File: src/rtl/bclk_pkg.sv
package bclk_pkg;
    localparam int DATA_W    = 32;
    localparam int NUM_SRC   = 3;
    localparam int SEL_W     = 2;
    localparam int RATIO_W   = 4;
    localparam int GATE_BIT  = 31;
    localparam int RUN_BIT   = 30;
    localparam int SEL_LSB   = 24;
    localparam int RATIO_LSB = 0;

    typedef logic [SEL_W-1:0]   sel_t;
    typedef logic [RATIO_W-1:0] ratio_t;
    typedef logic [DATA_W-1:0]  word_t;

    localparam sel_t SEL_MAX = sel_t'(NUM_SRC - 1);

    typedef struct packed {
        logic   gate;
        logic   run;
        sel_t   sel;
        ratio_t ratio;
    } ctrl_t;

    function automatic ctrl_t unpack_word(input word_t w);
        ctrl_t c;
        c.gate  = w[GATE_BIT];
        c.run   = w[RUN_BIT];
        c.sel   = w[SEL_LSB +: SEL_W];
        c.ratio = w[RATIO_LSB +: RATIO_W];
        return c;
    endfunction

    function automatic word_t pack_word(input ctrl_t c);
        word_t w;
        w = '0;
        w[GATE_BIT]                = c.gate;
        w[RUN_BIT]                 = c.run;
        w[SEL_LSB +: SEL_W]        = c.sel;
        w[RATIO_LSB +: RATIO_W]    = c.ratio;
        return w;
    endfunction

    function automatic word_t used_mask();
        ctrl_t ones;
        ones = '1;
        return pack_word(ones);
    endfunction
endpackage

File: src/rtl/bclk_regfile.sv
module bclk_regfile
    import bclk_pkg::*;
(
    input  logic  clk,
    input  logic  rst,
    input  logic  wr_en,
    input  word_t wr_data,
    output ctrl_t ctrl_o,
    output word_t rd_data
);
    ctrl_t q;
    ctrl_t nxt;

    always_comb nxt = unpack_word(wr_data);

    always_ff @(posedge clk) begin
        if (rst) begin
            q <= '0;
        end else if (wr_en) begin
            q.gate  <= nxt.gate;
            q.run   <= nxt.run;
            q.ratio <= nxt.ratio;
            if (nxt.sel <= SEL_MAX) begin
                q.sel <= nxt.sel;
            end
        end
    end

    assign ctrl_o  = q;
    assign rd_data = pack_word(q);

    AST_SEL_LEGAL: assert property (@(posedge clk) disable iff (rst)
        q.sel <= SEL_MAX);
    AST_BAD_SEL_KEEP: assert property (@(posedge clk) disable iff (rst)
        (wr_en && (wr_data[SEL_LSB +: SEL_W] > SEL_MAX)) |=> $stable(q.sel));
    AST_RATIO_LOAD: assert property (@(posedge clk) disable iff (rst)
        wr_en |=> (q.ratio == $past(wr_data[RATIO_LSB +: RATIO_W])));
endmodule

File: src/rtl/bclk_srcsel.sv
module bclk_srcsel
    import bclk_pkg::*;
(
    input  logic               clk,
    input  logic               rst,
    input  logic [NUM_SRC-1:0] src_stb,
    input  sel_t               sel,
    output logic               sel_stb
);
    logic [NUM_SRC-1:0] hit;

    for (genvar g = 0; g < NUM_SRC; g++) begin : g_src
        assign hit[g] = src_stb[g] && (sel == sel_t'(g));
    end

    assign sel_stb = |hit;

    AST_ONE_SOURCE: assert property (@(posedge clk) disable iff (rst)
        $onehot0(hit));
endmodule

File: src/rtl/bclk_divider.sv
module bclk_divider
    import bclk_pkg::*;
(
    input  logic   clk,
    input  logic   rst,
    input  logic   sel_stb,
    input  logic   gate,
    input  ratio_t ratio_req,
    input  sel_t   sel_req,
    output sel_t   sel_act,
    output logic   div_stb
);
    ratio_t cnt;
    ratio_t m_act;
    logic   wrap;

    assign wrap = sel_stb && (cnt == m_act);

    always_ff @(posedge clk) begin
        if (rst) begin
            cnt     <= '0;
            m_act   <= '0;
            sel_act <= '0;
            div_stb <= 1'b0;
        end else begin
            div_stb <= wrap && gate;
            if (wrap) begin
                cnt     <= '0;
                m_act   <= ratio_req;
                sel_act <= sel_req;
            end else if (sel_stb) begin
                cnt <= cnt + ratio_t'(1);
            end
        end
    end

    AST_GATE_OFF: assert property (@(posedge clk) disable iff (rst)
        !gate |=> !div_stb);
    AST_CNT_BOUND: assert property (@(posedge clk) disable iff (rst)
        cnt <= m_act);
    AST_IDLE_HOLD: assert property (@(posedge clk) disable iff (rst)
        !sel_stb |=> $stable(cnt));
    AST_MID_HOLD: assert property (@(posedge clk) disable iff (rst)
        !wrap |=> ($stable(m_act) && $stable(sel_act)));
endmodule

File: src/rtl/bclk_ctrl.sv
module bclk_ctrl
    import bclk_pkg::*;
(
    input  logic               clk,
    input  logic               rst,
    input  logic               wr_en,
    input  logic [DATA_W-1:0]  wr_data,
    output logic [DATA_W-1:0]  rd_data,
    input  logic [NUM_SRC-1:0] src_stb,
    output logic               div_stb,
    output logic               eng_rst_n
);
    ctrl_t ctrl;
    sel_t  sel_act;
    logic  sel_stb;

    bclk_regfile u_reg (
        .clk     (clk),
        .rst     (rst),
        .wr_en   (wr_en),
        .wr_data (wr_data),
        .ctrl_o  (ctrl),
        .rd_data (rd_data)
    );

    bclk_srcsel u_sel (
        .clk     (clk),
        .rst     (rst),
        .src_stb (src_stb),
        .sel     (sel_act),
        .sel_stb (sel_stb)
    );

    bclk_divider u_div (
        .clk       (clk),
        .rst       (rst),
        .sel_stb   (sel_stb),
        .gate      (ctrl.gate),
        .ratio_req (ctrl.ratio),
        .sel_req   (ctrl.sel),
        .sel_act   (sel_act),
        .div_stb   (div_stb)
    );

    assign eng_rst_n = ctrl.run;

    AST_UNUSED_ZERO: assert property (@(posedge clk) disable iff (rst)
        (rd_data & ~used_mask()) == '0);
    AST_RUN_FOLLOW: assert property (@(posedge clk) disable iff (rst)
        wr_en |=> (eng_rst_n == $past(wr_data[RUN_BIT])));
endmodule

File: config.mk
export PLATFORM = sky130hd
export DESIGN_NAME = bclk_ctrl
export DESIGN_NICKNAME = d
export VERILOG_FILES = /design/src/rtl/bclk_pkg.sv /design/src/rtl/bclk_regfile.sv /design/src/rtl/bclk_srcsel.sv /design/src/rtl/bclk_divider.sv /design/src/rtl/bclk_ctrl.sv
export SDC_FILE = /design/constraint.sdc
export NUM_CORES = 1
export LEC_CHECK = 0
export BUFFER_PORTS_ARGS = -buffer_cell sky130_fd_sc_hd__buf_4
export CORE_MARGIN = 2
export CORE_UTILIZATION = 44
export DETAILED_ROUTE_END_ITERATION = 16
export PLACE_DENSITY = 0.83
export SYNTH_ARGS = -nofsm -noshare
export SYNTH_HDL_FRONTEND = slang
export SYNTH_SLANG_ARGS = --single-unit
File: constraint.sdc
create_clock -name clk -period 3.5 [get_ports clk]
set_clock_uncertainty 0.2 [all_clocks]
set_input_delay 0.35 -clock clk [delete_from_list [all_inputs] [get_ports clk]]
set_output_delay 0.35 -clock clk [all_outputs]
set_load 0.01 [all_outputs]
After elaboration in Yosys (flattened, before gate mapping)
Index checks and enable logic that the tools add are counted.
- register bits: 19
- input port bits: 38
- output and inout port bits: 34
- logic and storage cells: 22
- $add $sub $neg: 1
- magnitude comparators: 1
- equality and inequality tests: 3
- reduce and logical (&&, ||, !) cells: 9
- operator list (kind ; count):
    $logic_and 1x1->1 ; 5
    $add 4x1->4 const B ; 1
    $eq 4x4->1 ; 1
    $reduce_or 3->1 ; 1
    $eq 2x1->1 const B ; 1
    $eq 2x2->1 const B ; 1
    $le 2x2->1 const B ; 1
    $logic_not 2->1 ; 1
    $reduce_and 2->1 ; 1
    $reduce_or 2->1 ; 1

Logic depth before layout (Yosys ltp)
Gate-level depths: netlist of run 1.
- word-level depth: 5
- mapped depth: 5
- mapped depth without buffers: 5

By module
A second synthesis of run 1 with hierarchy kept.
- cells, all modules: 117
- area, all modules: 1094.8 um^2
- modules (own cells, without submodules) (module ; instances ; cells each ; area an instance (um^2) ; sequential area each (um^2)):
    bclk_regfile ; 1 ; 61 ; 551.8 ; 160.2
    bclk_divider ; 1 ; 53 ; 520.5 ; 220.2
    bclk_srcsel ; 1 ; 3 ; 22.5 ; 0.0

Worst setup path after synthesis of run 1
No wires, ideal clock.
- path type: register -> register
- from: register u_div.cnt[0]
- to: register u_div.cnt[2]
- arrival: 1.062 ns
- data required time: 3.172 ns
- setup slack: 2.111 ns
- stages on the path, launching flop included: 6
- clock period less this slack: 1.389 ns
- cells stage by stage: dfxtp_1 -> ha_1 -> inv_1 -> and3_2 -> a32oi_1 -> o41ai_2
- word-level cells in the longest chain between the ends: 3
- elaborated cells on any way between the ends: 4
- those cells by class: 1 x add/sub; 1 x eq/ne; 2 x reduce/logical
- RTL lines (what ; RTL line ; source):
    from (decl) ; bclk_divider.sv:13 ; ratio_t cnt;
    from (signal assigned) ; bclk_divider.sv:32 ; cnt <= cnt + ratio_t'(1);
    parallel branches: the longest is 3 deep, another holds $add 4x1->4 ; n/a ;
Parallel ways; which one is timed is not known.
A chain may end at the register's enable or synchronous reset.

Final worst setup path of run 1
- from: register u_div.cnt[2]
- to: register u_div.m_act[0]
- word-level cells in the longest chain between the ends: 2
- RTL lines (what ; RTL line ; source):
    $eq 4x4->1 ; bclk_divider.sv:17 ; assign wrap = sel_stb && (cnt == m_act);
    $logic_and 1x1->1 ; bclk_divider.sv:17 ;
    to (signal assigned) ; bclk_divider.sv:29 ; m_act <= ratio_req;
    to (decl) ; bclk_divider.sv:14 ; ratio_t m_act;
Every way passes these cells.

==> results of run 1 <==
==> worst max path at each step <==
| stage | slack [ps] | cells past startpoint | from | endpoint |
|---|---|---|---|---|
| 3_5_place_dp | 1930 | 5 | rst | u_div.cnt[2] |
| 2_1_floorplan | 2110 | 5 | u_div.cnt[0] | u_div.cnt[2] |
| 5_1_grt | 1880 | 4 | u_div.cnt[0] | u_div.m_act[2] |
| 3_3_place_gp | 1980 | 5 | rst | u_div.cnt[2] |
| 4_1_cts | 1940 | 4 | u_div.cnt[0] | u_div.m_act[0] |
| 6_report | 1950 | 4 | u_div.cnt[2] | u_div.m_act[0] |
==> where the power goes <==
group	switching (mW)	internal [mW]	total (mW)
registers	0.0113	0.228	0.239
clock network	0.0671	0.0426	0.110
logic	0.0623	0.0498	0.112
total	0.141	0.320	0.461
==> worst min-delay path: stages <==
cell and delay (ps):
buf_4 80, mux2i_1 50, nor2_1 70
==> metrics by stage <==
step                power [mW]  utilization [%]  setup WS [ps]  hold WS (ps)
floorplan                0.348                -           2110           246
global placement         0.354             48.9           1980           268
detailed placement       0.358             48.9           1930           277
CTS                      0.466             50.0           1940          78.8
global route             0.486             50.0           1880          82.9
finish                   0.461             50.0           1950          83.6
==> metal layers <==
layer	GRT usage, %	share of wire (%)	wire length, um
met1	13.6	39	655
met2	24.8	53	905
met3	4.44	8.0	135
met4	1.28	0	0
met5	0	0	0
==> registers in the layout (all words and copies together), names as in the netlist <==
signal and flops:
u_div.cnt 4, u_div.div_stb 1, u_div.m_act 4, u_div.sel_act 2, u_reg.ctrl_o 8
==> synth_stat cells <==
cell type	number	area, um^2
buf_4	26	195
dfxtp_1	19	380
nand2_1	14	52.6
mux2i_1	13	130
nor2_1	8	30.0
xnor2_2	4	65.1
nand3_1	3	15.0
clkbuf_1	2	7.51
nor2b_1	2	12.5
nor3_1	2	10.0
a21oi_1	1	5.00
a32oi_1	1	8.76
and3_1	1	6.26
and3_2	1	7.51
buf_2	1	5.00
conb_1	1	3.75
ha_1	1	12.5
inv_1	1	3.75
inv_2	1	3.75
nand2_4	1	11.3
nand3b_1	1	7.51
nand4_1	1	6.26
nand4_4	1	21.3
nor2_8	1	20.0
o21a_2	1	8.76
o21ai_2	1	8.76
o221ai_2	1	15.0
o31ai_2	1	12.5
o41ai_2	1	16.3
or3_1	1	6.26
==> area by class of cell <==
type	instances	area share, %
clock inverter	1	0.415
tap	30	3.12
clock buffer	3	1.87
sequential	19	31.6
inverter	2	0.623
multi-input combinational	86	48.1
timing repair buffer	23	14.3
==> logic make-up after synthesis <==
family,after synthesis,share of synthesized area [%]
xor gates and xnor gates,4,5.98
and+or+nand+nor,37,19.0
buffers and inverters,31,19.8
other,1,0.344
adders and majority gates,1,1.15
AOI/OAI and AO/OA,7,6.90
DFF,19,34.9
muxes,13,12.0
==> results.ini, run 1 <==
[setup_path]
crit_arrival_ps = 1570
cp-end-kind = flip-flop
cp_slowest_cell = dfxtp_1
cpPeakStageDelay_ps = 490
worstPathRequired_ps = 3530
start_kind = flip-flop
cp_max_fo = 7
r2r_start = u_div.cnt[2]
timing.rr.end = u_div.m_act[0]
rrSetupSlack_ps = 1950
crit_chain = xnor2_2 -> nand4_4 -> nor2_8 -> mux2i_1
critPathBufInv = 0
path_class = flip-flop to flip-flop
reg2regPathDepth = 4
critPathTopFamily = flip-flops

[cts]
cts-htree-levels = 1
numCtsBuffers = 3
cts_resized = 0
hold_buffers = 0
cts_root_buf = clkbuf_4
tritoncts = yes
clock_path_buffers = 2
post_cts_buffers = 0
path_clk_slew_ps = 110
clk_latency_ps = 300
cts.sinks = 19

[synth]
avgSynthCellArea_um2 = 9.63
yosysSeqAreaShare_pct = 34.9
ys_seq_elements = 19
netlist-cell-type-count = 30
yosysWarnings = 0
synthCells = 113
syn_area_um2 = 1090

[power]
peakVddDrop_mv = 0.320
power_density_nw_per_um2 = 382
leakage_nw = 0.548

[route]
postRouteAntennaNets = 0
drt-wirelength-per-cell_um = 10.3
wl_mm = 1.70
drtPass1Iterations = 3
drt_iter0_drc = 5
drt-vias-per-instance = 4.49
route.detailed.drc = 0
vias = 737

[finish]
seqCellArea_um2 = 380
multi_input_area_um2 = 579
final_area_um2 = 1200
mostFrequentLayoutCell = conb_1
drive_gt1_share_pct = 30.6
antenna_cells = 0
final_cell_mix = conb_1, buf_4, dfxtp_1
fin_cells = 164
fillers = 221
area_growth_pct = 10.7
layout.nets = 174

[floorplan]
initial_core_util_pct = 45.2
die_w_um = 53.7
die_area_um2 = 2890
io_pins = 72
core-area_um2 = 2410
rows = 18
dieHeight_um = 53.7

[sta]
setup_tns_ps = 0
finalCritPeriodShare_pct = 44.2
setup_violations = 0
clock.fmax_mhz = 647
hold_viol = 0
post-route-min-period_ps = 1550
rsz0062_at_grt = no
maxSlewViolCount = 0

[global_route]
antenna_found_initial = 0
grt_max_degree = 19
grt.overflow.total = 0
grt.total_usage_pct = 12.8
grt_pass1_vias = 664
grt_pass1_wl_mm = 2.72

[placement]
placed_cells = 160
gp_congestion = 0.778
io_buffers = 23
placedInstanceArea_um2 = 1180
dp_hpwl_mm = 1.39

[flow_run]
cap_violations = 0

[outcome]
status = complete, no violations

[hold_path]
hold_path_class = input pin to flip-flop
min-delay-start = wr_data[31]
min_delay_path_depth = 3
whs_endpoint = u_reg.ctrl_o[7]

Power figures use the tool's default switching activity.
==> run 2: changes to the inputs <==
- ABC_AREA: unset -> 1
- CORE_UTILIZATION: 44 -> 41
- PLACE_DENSITY: 0.83 -> 0.79
- clock period: 3.5 -> 1.5 ns (I/O delays scaled with it)
==> run 2 against run 1 <==
Final area increased by 12%; clock power grew 130%; sequential power rose to 2.7 times the previous value; largest power group is now combinational cells; power increased to 3.5 times the previous value; setup slack lost 1900 ps; global-route usage up 2.0 points.
==> results.ini, run 2 <==
[outcome]
status = complete, no violations

[floorplan]
core-area_um2 = 2480  ; +2.8%
die_w_um = 55.1  ; +2.5%
io_pins = 72  ; unchanged
die_area_um2 = 3040  ; +5.2%
rows = 18  ; unchanged
dieHeight_um = 55.1  ; +2.5%
initial_core_util_pct = 43.2  ; -1.9 points

[setup_path]
critPathLaunch = rst
path_class = input pin to flip-flop
cp_slowest_cell = dlygate4sd3_1
cp_max_fo = 14  ; +7
start_kind = input pin
crit_chain = dlygate4sd3_1 -> buf_4 -> inv_1 -> nand2_2 -> a21oi_1
rrSetupSlack_ps = 120  ; -1830 ps
cpPeakStageDelay_ps = 550  ; +60 ps
cp-end-kind = flip-flop
r2r_start = u_div.cnt[1]
reg2regPathDepth = 8  ; +4
timing.rr.end = u_div.m_act[1]
worstPathRequired_ps = 1530  ; -2000 ps
cp-endpoint = u_div.cnt[2]
crit_arrival_ps = 1440  ; -130 ps

[sta]
hold_viol = 0  ; unchanged
holdWs_ps = 213  ; +130 ps
final.setup.worst_slack_ps = 91.6  ; -1860 ps
setup_violations = 0  ; unchanged
post-route-min-period_ps = 1410
setup_tns_ps = 0  ; unchanged
clock.fmax_mhz = 710
maxSlewViolCount = 0  ; unchanged
finalCritPeriodShare_pct = 93.9

[synth]
ys_async_sr_fraction_pct = 0  ; unchanged
synthCells = 146  ; +29%
netlist_top_cells_count = buf_4, nor2_1, nand2_1
netlist-cell-type-count = 19  ; -37%
synth_top_area_cell = dfxtp_1
synth_ff_type = dfxtp_1
yosys.area.top_type_share_pct = 35.5  ; +0.57 points
yosysWarnings = 0  ; unchanged
avgSynthCellArea_um2 = 7.34  ; -24%
yosysSeqAreaShare_pct = 35.5  ; +0.57 points
synth_edf_count = 0  ; unchanged
ys_seq_elements = 19  ; unchanged
ys_top_cells_by_area = dfxtp_1, buf_4, nor2_1
syn_area_um2 = 1070  ; -1.6%

[hold_path]
hold_path_class = input pin to flip-flop
min-delay-start = src_stb[0]

[finish]
mostFrequentLayoutCell = buf_4
final_core_util_pct = 54.5  ; +4.5 points
multi_input_area_um2 = 534  ; -7.8%
final_area_um2 = 1350  ; +12%
final_cell_mix = buf_4, nor2_1, conb_1
drive_gt1_share_pct = 26.6  ; -4.0 points
largest_reg_flops = 8  ; unchanged
fillers = 243  ; +10%
fin_cells = 214  ; +30%
area_growth_pct = 26.2
layout.nets = 224  ; +29%
antenna_cells = 0  ; unchanged
seqCellArea_um2 = 383  ; +0.66%

[power]
power_mw = 1.61  ; +250%
peakVddDrop_mv = 0.691  ; +120%
power_density_nw_per_um2 = 1190  ; +210%
leakage_nw = 0.684  ; +25%

[route]
wl_mm = 2.08  ; +23%
drt-wirelength-per-cell_um = 9.72  ; -6.1%
route.detailed.drc = 0  ; unchanged
drt_iter0_drc = 15  ; +10
postRouteAntennaNets = 0  ; unchanged
vias = 901  ; +22%
drt-vias-per-instance = 4.21  ; -6.3%
drtPass1Iterations = 4  ; +1

[flow_run]
cap_violations = 0  ; unchanged

[cts]
path_clk_slew_ps = 110  ; about the same
tritoncts = yes
clock_path_buffers = 2  ; unchanged
numCtsBuffers = 3  ; unchanged
cts-htree-levels = 1  ; unchanged
cts.sinks = 19  ; unchanged
cts_root_buf = clkbuf_4
clk_latency_ps = 290  ; about the same

[placement]
io_buffers = 23  ; unchanged
placed_cells = 199  ; +24%
dp_hpwl_mm = 1.39  ; +0.35%
gp_congestion = 0.752  ; -3.4%
post-place-ws_ps = 7.48  ; -1920 ps
placedInstanceArea_um2 = 1190  ; +1.5%

[global_route]
grt_max_degree = 15  ; -4
grt_pass1_wl_mm = 3.22  ; +18%
grt_pass1_vias = 785  ; +18%
antenna_found_initial = 0  ; unchanged
grt.total_usage_pct = 14.8  ; +2.0 points
grt.overflow.total = 0  ; unchanged

-- run 2: changes by cell type after synthesis, sizes merged, moves of 2 or more --
cell,change
a21oi,+4
nor2,+19
inv,+12
nor3,-2
nand2,+14
xnor2,-4
o21ai,+5
nand3,+3
a211oi,+2
mux2i,-13
xor2,+3
nor2b,-2
and3,-2
-- run 2: power breakdown --
| part | switching (mW) | internal, mW |
|---|---|---|
| logic | 0.432 | 0.289 |
| clock network | 0.149 | 0.103 |
| registers | 0.0512 | 0.583 |
-- run 2: how the worst min path moves through the flow --
stage,depth (start not counted),slack [ps],end
after floorplan,1,30,u_reg.ctrl_o[4]
after global placement,2,140,u_reg.ctrl_o[5]
after detailed placement,2,140,u_reg.ctrl_o[5]
after CTS,5,210,u_div.cnt[3]
after global routing,5,210,u_div.cnt[3]
final,5,210,u_div.cnt[3]
-- run 2: worst max-delay path, delay by kind of cell --
family / cells / cell delay [ps]
compound gates: 1 / 140
simple gates: 1 / 140
buf+inv: 3 / 990
-- run 2: cell type report --
| type | count | share of cell area, % |
|---|---|---|
| Clock buffer | 4 | 1.94 |
| Inverter | 14 | 3.89 |
| Multi-Input combinational cell | 108 | 39.5 |
| Sequential cell | 19 | 28.3 |
| Tap cell | 30 | 2.78 |
| Timing Repair Buffer | 39 | 23.5 |
-- run 2: kinds of logic (layout without fill, tap and decap cells) --
logic type	Yosys count	after routing	share of synthesized area (%)
buffers and inverters	43	57	25.2
DFF	19	19	35.5
adders and majority gates	1	1	1.17
AOI/OAI and AO/OA	13	13	6.54
other	1	24	0.350
xor gates and xnor gates	3	3	2.45
and+or+nand+nor	66	67	28.7
-- run 2: repair_timing --
action,in CTS,in global routing
pin swaps,0,2
buffers inserted,0,0
hold buffers,10,0
gates cloned,0,1
resized for setup,1,5
setup endpoints to repair,2,10
hold endpoints to repair,8,0
-- run 2: metal layers --
metal  track usage (%)  wire [um]  vias up
li1                  -          -      482
met5                 0          0        -
met3              1.88         95        2
met2              26.8       1090       24
met4              6.10         10        0
met1              17.5        879      393
==> run 3: changes to the inputs <==
- ABC_AREA: 1 -> 0
==> run 3 against run 2 <==
Sequential cell count did not move; setup slack lost 55 ps; sequential share of layout area down 0.34 points; routed wire length is 1.3% lower; hold slack got worse by 71 ps; critical path depth shrank 1.
==> results.ini, run 3 (same netlist as run 1, synthesis figures left out) <==
[route]
route.detailed.drc = 0  ; unchanged
drt-wirelength-per-cell_um = 11.5  ; +18%
postRouteAntennaNets = 0  ; unchanged
drt-vias-per-instance = 4.51  ; +7.2%
vias = 808  ; -10%
drt_iter0_drc = 11  ; -4
wl_mm = 2.05  ; -1.3%
drtPass1Iterations = 3  ; -1

[hold_path]
hold_path_class = input pin to flip-flop
min-delay-start = src_stb[1]
min_delay_path_depth = 5  ; unchanged

[finish]
mostFrequentLayoutCell = buf_4
antenna_cells = 0  ; unchanged
final_core_util_pct = 55.6  ; +1.1 points
final_cell_mix = buf_4, conb_1, nand2_1, dfxtp_1, mux2i_1
fillers = 225  ; -7.4%
area_growth_pct = 27.7
largest_reg_flops = 8  ; unchanged
layout.nets = 189  ; -16%
drive_gt1_share_pct = 34.9  ; +8.3 points
final_area_um2 = 1390  ; +2.9%

[sta]
post-route-min-period_ps = 1460  ; +55.0 ps
clock.fmax_mhz = 683  ; -3.8%
finalCritPeriodShare_pct = 97.6  ; +3.7 points
holdWs_ps = 143  ; -70.8 ps
maxSlewViolCount = 0  ; unchanged
setup_violations = 0  ; unchanged
hold_viol = 0  ; unchanged
setup_tns_ps = 0  ; unchanged

[floorplan]
die_area_um2 = 3080  ; +1.5%
core-area_um2 = 2500  ; +0.91%
die_w_um = 55.5  ; +0.75%
initial_core_util_pct = 43.5  ; +0.31 points
io_pins = 72  ; unchanged
rows = 18  ; unchanged
dieHeight_um = 55.5  ; +0.75%

[cts]
clk_latency_ps = 310  ; +20 ps
cts_root_buf = clkbuf_4
clock_path_buffers = 2  ; unchanged
path_clk_slew_ps = 110  ; about the same
tritoncts = yes
numCtsBuffers = 3  ; unchanged
cts.sinks = 19  ; unchanged
cts-htree-levels = 1  ; unchanged

[setup_path]
path_class = flip-flop to flip-flop
crit_arrival_ps = 1500  ; +60 ps
critPathLaunch = u_div.cnt[0]
worstPathRequired_ps = 1530  ; about the same
cp_max_fo = 7  ; -7
r2r_start = u_div.cnt[0]
cp-end-kind = flip-flop
start_kind = flip-flop
reg2regPathDepth = 4  ; -4

[global_route]
grt_pass1_wl_mm = 3.12  ; -3.0%
grt_max_degree = 14  ; -1
grt_pass1_vias = 705  ; -10%
antenna_found_initial = 0  ; unchanged
grt.total_usage_pct = 13.2  ; -1.6 points
grt.overflow.total = 0  ; unchanged

[power]
leakage_nw = 0.624  ; -8.8%
power_mw = 1.16  ; -28%
peakVddDrop_mv = 0.662  ; -4.2%
power_density_nw_per_um2 = 836  ; -30%

[placement]
dp_hpwl_mm = 1.44  ; +3.5%
io_buffers = 23  ; unchanged
placedInstanceArea_um2 = 1200  ; +0.42%
gp_congestion = 0.825  ; +9.7%

[outcome]
status = complete, no violations

[flow_run]
cap_violations = 0  ; unchanged

run 3: changes by cell type in the layout (fill, tap and decap cells not counted), sizes merged, moves of 3 or more:
| cell | change |
|---|---|
| nand3 | -4 |
| o21ai | -5 |
| mux2i | +13 |
| a21oi | -4 |
| inv | -12 |
| nand2 | -14 |
| nor2 | -19 |
| xor2 | -3 |
| xnor2 | +4 |
run 3: worst paths after layout:
check,to,slack [ps]
setup / recovery,u_div.sel_act[1],40
hold / removal,u_div.cnt[1],140
setup reg to reg,u_div.sel_act[1],40
hold reg to reg,u_div.sel_act[0],280
run 3: routing by layer:
layer / routed length [um] / track usage, % / vias to the layer above
met1: 783 / 14.2 / 377
met4: 36 / 6.97 / 0
met3: 138 / 5.15 / 4
li1: - / - / 398
met5: 0 / 0 / -
met2: 1100 / 22.1 / 29
run 3: what timing repair did:
item	in CTS	in global routing
endpoints found under the hold margin	11	0
gates resized for setup	2	9
hold buffers	10	0
setup endpoints to repair	8	8
buffers inserted	0	2
run 3: worst max-delay path, cell delays in order, from the launching register on:
cell and delay [ps]:
dfxtp_4 400, xnor2_4 190, nand4_4 190, nor2_8 210, mux2i_1 210
run 3: through the flow:
stage / setup WS, ps / instances
after global placement: 21.6 / 163
after detailed placement: -43.2 / 163
after CTS: -8.82 / 177
after floorplan: 111 / 136
final: 36.6 / 179
after global routing: -17.2 / 179
run 3: power by group:
part	internal (mW)	switching, mW
sequential	0.533	0.0307
combinational	0.159	0.165
clock	0.102	0.172
total	0.795	0.368
run 3: final cells by class:
class / instances / area, um^2 / share of cell area (%)
Timing Repair Buffer: 38 / 314 / 22.6
Sequential cell: 19 / 389 / 28.0
Multi-Input combinational cell: 86 / 612 / 44.0
Clock buffer: 3 / 22.5 / 1.62
Tap cell: 30 / 37.5 / 2.70
Clock inverter: 1 / 7.51 / 0.540
Inverter: 2 / 7.51 / 0.540
